File: src/rtl/eng_seq_pkg.sv
package eng_seq_pkg;

  typedef enum logic [3:0] {
    S_IDLE,
    S_WAIT_RDY,
    S_HOLD,
    S_SCRUB1,
    S_CSEL,
    S_SCRUB2,
    S_IDWR,
    S_DONE,
    S_ERR
  } seq_state_e;

  // Width needed to hold values 0..v
  function automatic int unsigned width_for(input int unsigned v);
    return (v < 2) ? 1 : $clog2(v + 1);
  endfunction

  function automatic int unsigned max3(input int unsigned a, input int unsigned b,
                                       input int unsigned c);
    int unsigned m;
    m = (a > b) ? a : b;
    return (m > c) ? m : c;
  endfunction

  // Limit reached once the tick count has caught up with the bound
  function automatic logic limit_hit(input int unsigned cnt, input int unsigned lim);
    return cnt >= lim;
  endfunction

endpackage

File: src/rtl/eng_seq_timer.sv
module eng_seq_timer
  import eng_seq_pkg::*;
#(
  parameter int unsigned CW = 16
) (
  input  logic          clk,
  input  logic          rst,
  input  logic          clr,
  input  logic          tick,
  input  logic [CW-1:0] limit,
  output logic          expired
);

  logic [CW-1:0] cnt;

  assign expired = limit_hit(32'(cnt), 32'(limit));

  always_ff @(posedge clk) begin
    if (rst || clr) begin
      cnt <= '0;
    end else if (tick && !expired) begin
      cnt <= cnt + 1'b1;
    end
  end

  // count never moves backwards unless cleared
  a_r4_cnt_monotonic: assert property (@(posedge clk) disable iff (rst)
    !clr |=> cnt >= $past(cnt));

  // no tick, no progress
  a_r4_hold_without_tick: assert property (@(posedge clk) disable iff (rst)
    (!clr && !tick) |=> $stable(cnt));

endmodule

File: src/rtl/eng_seq_fsm.sv
module eng_seq_fsm
  import eng_seq_pkg::*;
#(
  parameter int unsigned CW            = 16,
  parameter int unsigned ID_W          = 32,
  parameter int unsigned RDY_WAIT_US   = 150,
  parameter int unsigned RST_HOLD_US   = 10,
  parameter int unsigned SCRUB_WAIT_US = 20000
) (
  input  logic            clk,
  input  logic            rst,
  input  logic            start_i,
  input  logic            rst_ready_i,
  input  logic            scrub_done_i,
  input  logic [ID_W-1:0] chip_id_i,
  input  logic            tmr_expired,
  output logic            tmr_clr,
  output logic [CW-1:0]   tmr_limit,
  output logic            eng_rst_o,
  output logic            core_sel_o,
  output logic            id_wr_o,
  output logic [ID_W-1:0] id_data_o,
  output logic            done_o,
  output logic            err_o
);

  localparam logic [CW-1:0] RDY_LIM   = CW'(RDY_WAIT_US);
  localparam logic [CW-1:0] HOLD_LIM  = CW'(RST_HOLD_US);
  localparam logic [CW-1:0] SCRUB_LIM = CW'(SCRUB_WAIT_US);

  seq_state_e st, nxt;
  logic [ID_W-1:0] id_q;

  // Named events
  logic start_accept, scrub_ok, scrub_timeout;
  assign start_accept  = (st == S_IDLE) && start_i;
  assign scrub_ok      = ((st == S_SCRUB1) || (st == S_SCRUB2)) && scrub_done_i;
  assign scrub_timeout = ((st == S_SCRUB1) || (st == S_SCRUB2)) && !scrub_done_i && tmr_expired;

  always_comb begin
    nxt = st;
    unique case (st)
      S_IDLE:     if (start_i) nxt = S_WAIT_RDY;
      S_WAIT_RDY: if (rst_ready_i || tmr_expired) nxt = S_HOLD;
      S_HOLD:     if (tmr_expired) nxt = S_SCRUB1;
      S_SCRUB1:   if (scrub_done_i) nxt = S_CSEL;
                  else if (tmr_expired) nxt = S_ERR;
      S_CSEL:     nxt = S_SCRUB2;
      S_SCRUB2:   if (scrub_done_i) nxt = S_IDWR;
                  else if (tmr_expired) nxt = S_ERR;
      S_IDWR:     nxt = S_DONE;
      S_DONE:     nxt = S_IDLE;
      S_ERR:      nxt = S_IDLE;
      default:    nxt = S_IDLE;
    endcase
  end

  always_comb begin
    unique case (st)
      S_WAIT_RDY: tmr_limit = RDY_LIM;
      S_HOLD:     tmr_limit = HOLD_LIM;
      default:    tmr_limit = SCRUB_LIM;
    endcase
  end

  assign tmr_clr = (nxt != st);

  always_ff @(posedge clk) begin
    if (rst) begin
      st   <= S_IDLE;
      id_q <= '0;
    end else begin
      st <= nxt;
      if (start_accept) id_q <= chip_id_i;
    end
  end

  assign eng_rst_o  = (st == S_HOLD);
  assign core_sel_o = (st == S_CSEL);
  assign id_wr_o    = (st == S_IDWR);
  assign id_data_o  = id_q;
  assign done_o     = (st == S_DONE);
  assign err_o      = (st == S_ERR);

  // reset only rises out of the ready wait
  a_r2_rst_after_wait: assert property (@(posedge clk) disable iff (rst)
    $rose(eng_rst_o) |-> $past(st) == S_WAIT_RDY);

  // reset only released once the hold timer expired
  a_r4_release_on_expiry: assert property (@(posedge clk) disable iff (rst)
    ($fell(eng_rst_o) && !$past(rst)) |-> $past(tmr_expired));

  // error only from a scrub wait that ran out
  a_r6_err_from_scrub: assert property (@(posedge clk) disable iff (rst)
    (err_o && !$past(rst)) |-> ($past(scrub_timeout)));

  a_r6_err_single: assert property (@(posedge clk) disable iff (rst)
    err_o |=> !err_o);

  a_r5_csel_single: assert property (@(posedge clk) disable iff (rst)
    core_sel_o |=> !core_sel_o);

  // done directly follows the ID write
  a_r8_done_after_id: assert property (@(posedge clk) disable iff (rst)
    (done_o && !$past(rst)) |-> $past(id_wr_o));

  // start while busy never restarts the ready wait
  a_r9_busy_start_ignored: assert property (@(posedge clk) disable iff (rst)
    (st != S_IDLE && st != S_WAIT_RDY && start_i) |=> st != S_WAIT_RDY);

  // core-select only after a successful first scrub wait
  a_r5_csel_after_scrub: assert property (@(posedge clk) disable iff (rst)
    (core_sel_o && !$past(rst)) |-> ($past(scrub_ok) && $past(st) == S_SCRUB1));

endmodule

File: src/rtl/eng_reset_seq.sv
module eng_reset_seq
  import eng_seq_pkg::*;
#(
  parameter int unsigned ID_W          = 32,
  parameter int unsigned RDY_WAIT_US   = 150,
  parameter int unsigned RST_HOLD_US   = 10,
  parameter int unsigned SCRUB_WAIT_US = 20000
) (
  input  logic            clk,
  input  logic            rst,
  input  logic            start_i,
  input  logic            tick_i,
  input  logic            rst_ready_i,
  input  logic            scrub_done_i,
  input  logic [ID_W-1:0] chip_id_i,
  output logic            eng_rst_o,
  output logic            core_sel_o,
  output logic            id_wr_o,
  output logic [ID_W-1:0] id_data_o,
  output logic            done_o,
  output logic            err_o
);

  localparam int unsigned MAX_LIM = max3(RDY_WAIT_US, RST_HOLD_US, SCRUB_WAIT_US);
  localparam int unsigned CW      = width_for(MAX_LIM);

  logic          tmr_clr, tmr_expired;
  logic [CW-1:0] tmr_limit;

  eng_seq_timer #(.CW(CW)) u_timer (
    .clk     (clk),
    .rst     (rst),
    .clr     (tmr_clr),
    .tick    (tick_i),
    .limit   (tmr_limit),
    .expired (tmr_expired)
  );

  eng_seq_fsm #(
    .CW            (CW),
    .ID_W          (ID_W),
    .RDY_WAIT_US   (RDY_WAIT_US),
    .RST_HOLD_US   (RST_HOLD_US),
    .SCRUB_WAIT_US (SCRUB_WAIT_US)
  ) u_fsm (
    .clk          (clk),
    .rst          (rst),
    .start_i      (start_i),
    .rst_ready_i  (rst_ready_i),
    .scrub_done_i (scrub_done_i),
    .chip_id_i    (chip_id_i),
    .tmr_expired  (tmr_expired),
    .tmr_clr      (tmr_clr),
    .tmr_limit    (tmr_limit),
    .eng_rst_o    (eng_rst_o),
    .core_sel_o   (core_sel_o),
    .id_wr_o      (id_wr_o),
    .id_data_o    (id_data_o),
    .done_o       (done_o),
    .err_o        (err_o)
  );

  // nothing active in the cycle after reset
  a_r1_quiet_after_reset: assert property (@(posedge clk)
    $past(rst) |-> !(eng_rst_o || core_sel_o || id_wr_o || done_o || err_o));

endmodule

File: config.mk
export PLATFORM = sky130hd
export DESIGN_NAME = eng_reset_seq
export DESIGN_NICKNAME = d
export VERILOG_FILES = /design/src/rtl/eng_seq_pkg.sv /design/src/rtl/eng_seq_timer.sv /design/src/rtl/eng_seq_fsm.sv /design/src/rtl/eng_reset_seq.sv
export SDC_FILE = /design/constraint.sdc
export NUM_CORES = 1
export LEC_CHECK = 0
export BUFFER_PORTS_ARGS = -buffer_cell sky130_fd_sc_hd__buf_2
export CORE_MARGIN = 2
export CORE_UTILIZATION = 51
export CTS_CLUSTER_DIAMETER = 40
export DETAILED_ROUTE_END_ITERATION = 8
export HOLD_SLACK_MARGIN = 0.12
export PLACE_DENSITY = 0.85
export SETUP_SLACK_MARGIN = 0.15
export SLEW_MARGIN = 20
export SYNTH_ARGS = -nofsm -noshare
export SYNTH_HDL_FRONTEND = slang
export SYNTH_SLANG_ARGS = --single-unit
File: constraint.sdc
create_clock -name clk -period 3.5 [get_ports clk]
set_clock_uncertainty 0.1 [all_clocks]
set_input_delay 0.35 -clock clk [delete_from_list [all_inputs] [get_ports clk]]
set_output_delay 0.35 -clock clk [all_outputs]
set_load 0.05 [all_outputs]
==> metrics.yaml <==
met1Wirelength_mm: 2.80
powerDensity_mw_per_mm2: 706
ctsResizeCount: 0
start_util_pct: 53.3
die_area_mm2: 0.00555
cts_setup_buffers: 0
cts.reportedPaths.clkPinSlew_ps: 100
dp_hpwl_mm: 4.46
timing.slew.headroom_pct: 57.9
finalCritPeriodShare_pct: 88.5
cts_tree: "yes"
ant_nets: 0
crit_fanout: 13
crit_type: "reg2reg"
crit_required_ps: 3650
vias_per_cell: 5.67
p_leak_nw: 1.29
drv_cap: 0
rows: 25
top_layer: "met4"
wl_per_cell_um: 13.3
fp.dieW_um: 74.5
cp-end-kind: "flop"
synth_edf_count: 0
place_congestion: 0.997
arrival_ps: 3250
final_util_pct: 64.5
die_y_um: 74.5
grt_overflow_total: 0
cts-root-buf: "clkbuf_8"
grt_pass1_vias: 2096
nets: 431
core-area_mm2: 0.00475
drt-initial-drc-count: 207
async_flop_share_pct: 0
grt_max_degree: 38
final-max-slew-violation-count: 0
yosys_warnings: 0
io_pins: 75
synth-main-ff-cell: "dfxtp_1"
rsz0062_at_grt: "false"
antenna_found_initial: 0
drt_wl_total_mm: 6.00
num_antenna_cells: 0
setup_viol: 0
cts_buffer_depth: 2
fmax_mhz: 323
synth-seq-area-share_pct: 40.3
outcome: "finished clean"
insertion_delay_ps: 310
clock-sinks: 51
io_buffer_count: 74
synthCells: 314
met3WireLength_um: 436
start_kind: "flop"
layout-drive-gt1-share_pct: 25.1
track_usage_pct: 20.8
cts_buffers: 5
syn-num-nets: 363
drt_first_pass_iters: 4
area_growth_pct: 21.0
fillers: 430
r2r_setup_slack_ps: 400
ys_types: 50
htreeDepth: 2
synth_area_per_cell_um2: 8.07
irDropWorstVdd_v: 0.000265
holdBufCountCts: 0
syn-cell-area_mm2: 0.00253
min_period_ps: 3100
synth-seq-cells: 51
dr_wl_met2_mm: 2.72
fin_setup_tns_ps: 0
grt_pass1_wl_mm: 9.24
worst_pin_slew_ps: 632
vias: 2552
hold_class: "in2reg"
hold_viol_final: 0
drc: 0
-- stage by stage --
| step | power, mW | std cells | area (um^2) | worst slack, ps | hold slack (ps) |
|---|---|---|---|---|---|
| floorplan | 1.54 | 314 | 2530 | 764 | 355 |
| detailed placement | 1.76 | 442 | 2950 | 466 | 345 |
| finish | 2.16 | 450 | 3070 | 404 | 167 |
| global route | 2.30 | 450 | 3070 | 156 | 153 |
| CTS | 2.18 | 450 | 3070 | 430 | 161 |
| global placement | 1.74 | 442 | 2950 | 544 | 339 |
-- layout make-up --
| cell class | instances | area [um^2] | share of cell area (%) |
|---|---|---|---|
| multi-input combinational | 237 | 1410 | 46.0 |
| sequential | 51 | 1020 | 33.3 |
| timing repair buffer | 78 | 400 | 13.1 |
| tap | 67 | 83.8 | 2.73 |
| clock buffer | 5 | 68.8 | 2.24 |
| clock inverter | 3 | 47.5 | 1.55 |
| inverter | 9 | 33.8 | 1.10 |
-- metal layers --
layer | up-vias | track usage (%)
met2 | 88 | 34.2
met5 | - | 0
met4 | 0 | 4.37
met1 | 1181 | 28.2
met3 | 6 | 4.74
li1 | 1277 | -
-- Yosys cell counts, types with 7 or more instances --
master / n / share of area [%]
nand2_1: 75 / 11
o41ai_1: 7 / 2.4
clkbuf_1: 8 / 1.2
nor2_1: 9 / 1.3
a2111o_1: 7 / 3.1
a21oi_1: 45 / 8.9
buf_2: 8 / 1.6
nand4_1: 8 / 2.0
dfxtp_1: 51 / 40
inv_1: 9 / 1.3
ha_1: 11 / 5.4
nand3_1: 11 / 2.2
-- flip-flops by register name, summed over array words and instances (netlist names) --
name / cells
u_timer.cnt: 15
u_fsm.st: 4
u_fsm.id_data_o: 32
-- placed cells by master (no fill, tap or decap), drive strengths merged, types with 5 or more instances in the layout --
master	instances
a2111o	7
a21oi	47
a31oi	5
buf	78
clkbuf	5
dfxtp	51
ha	11
inv	10
nand2	75
nand3	11
nand4	8
nor2	11
nor3	5
o41ai	7
-- path summary, 6_finish.rpt --
kind                                    start                                to  depth (start not counted)
max                    u_fsm.st[2]$_SDFF_PP0_       u_timer.cnt[9]$_SDFFE_PP0P_                         10
min                             chip_id_i[12]  u_fsm.id_data_o[12]$_SDFFE_PP0P_                          3
max reg2reg            u_fsm.st[2]$_SDFF_PP0_       u_timer.cnt[9]$_SDFFE_PP0P_                         10
min reg2reg  u_fsm.id_data_o[28]$_SDFFE_PP0P_  u_fsm.id_data_o[28]$_SDFFE_PP0P_                          2
-- worst max-delay path, cell delays in order (launching register included) --
cell and delay (ps):
dfxtp_1 590, nor2_1 130, nand3b_1 200, nand2_1 200, ha_1 320, o41a_1 330
nor2_2 210, a21oi_2 140, buf_4 200, or4_4 480, a21oi_2 130
-- cell families after synthesis --
kind of cell	after synthesis	share of synthesized area (%)
multiplexers	1	0.395
XOR/XNOR	1	0.346
buffers and inverters	26	4.25
AO/OA/AOI/OAI	89	23.8
flip-flops	51	40.3
adder cells (fa/ha/maj)	12	5.88
AND/OR/NAND/NOR	134	25.1
-- where the power goes --
part	switching, mW	internal (mW)
clock network	0.200	0.217
logic	0.699	0.275
registers	0.0911	0.682
Power figures use the tool's default switching activity.
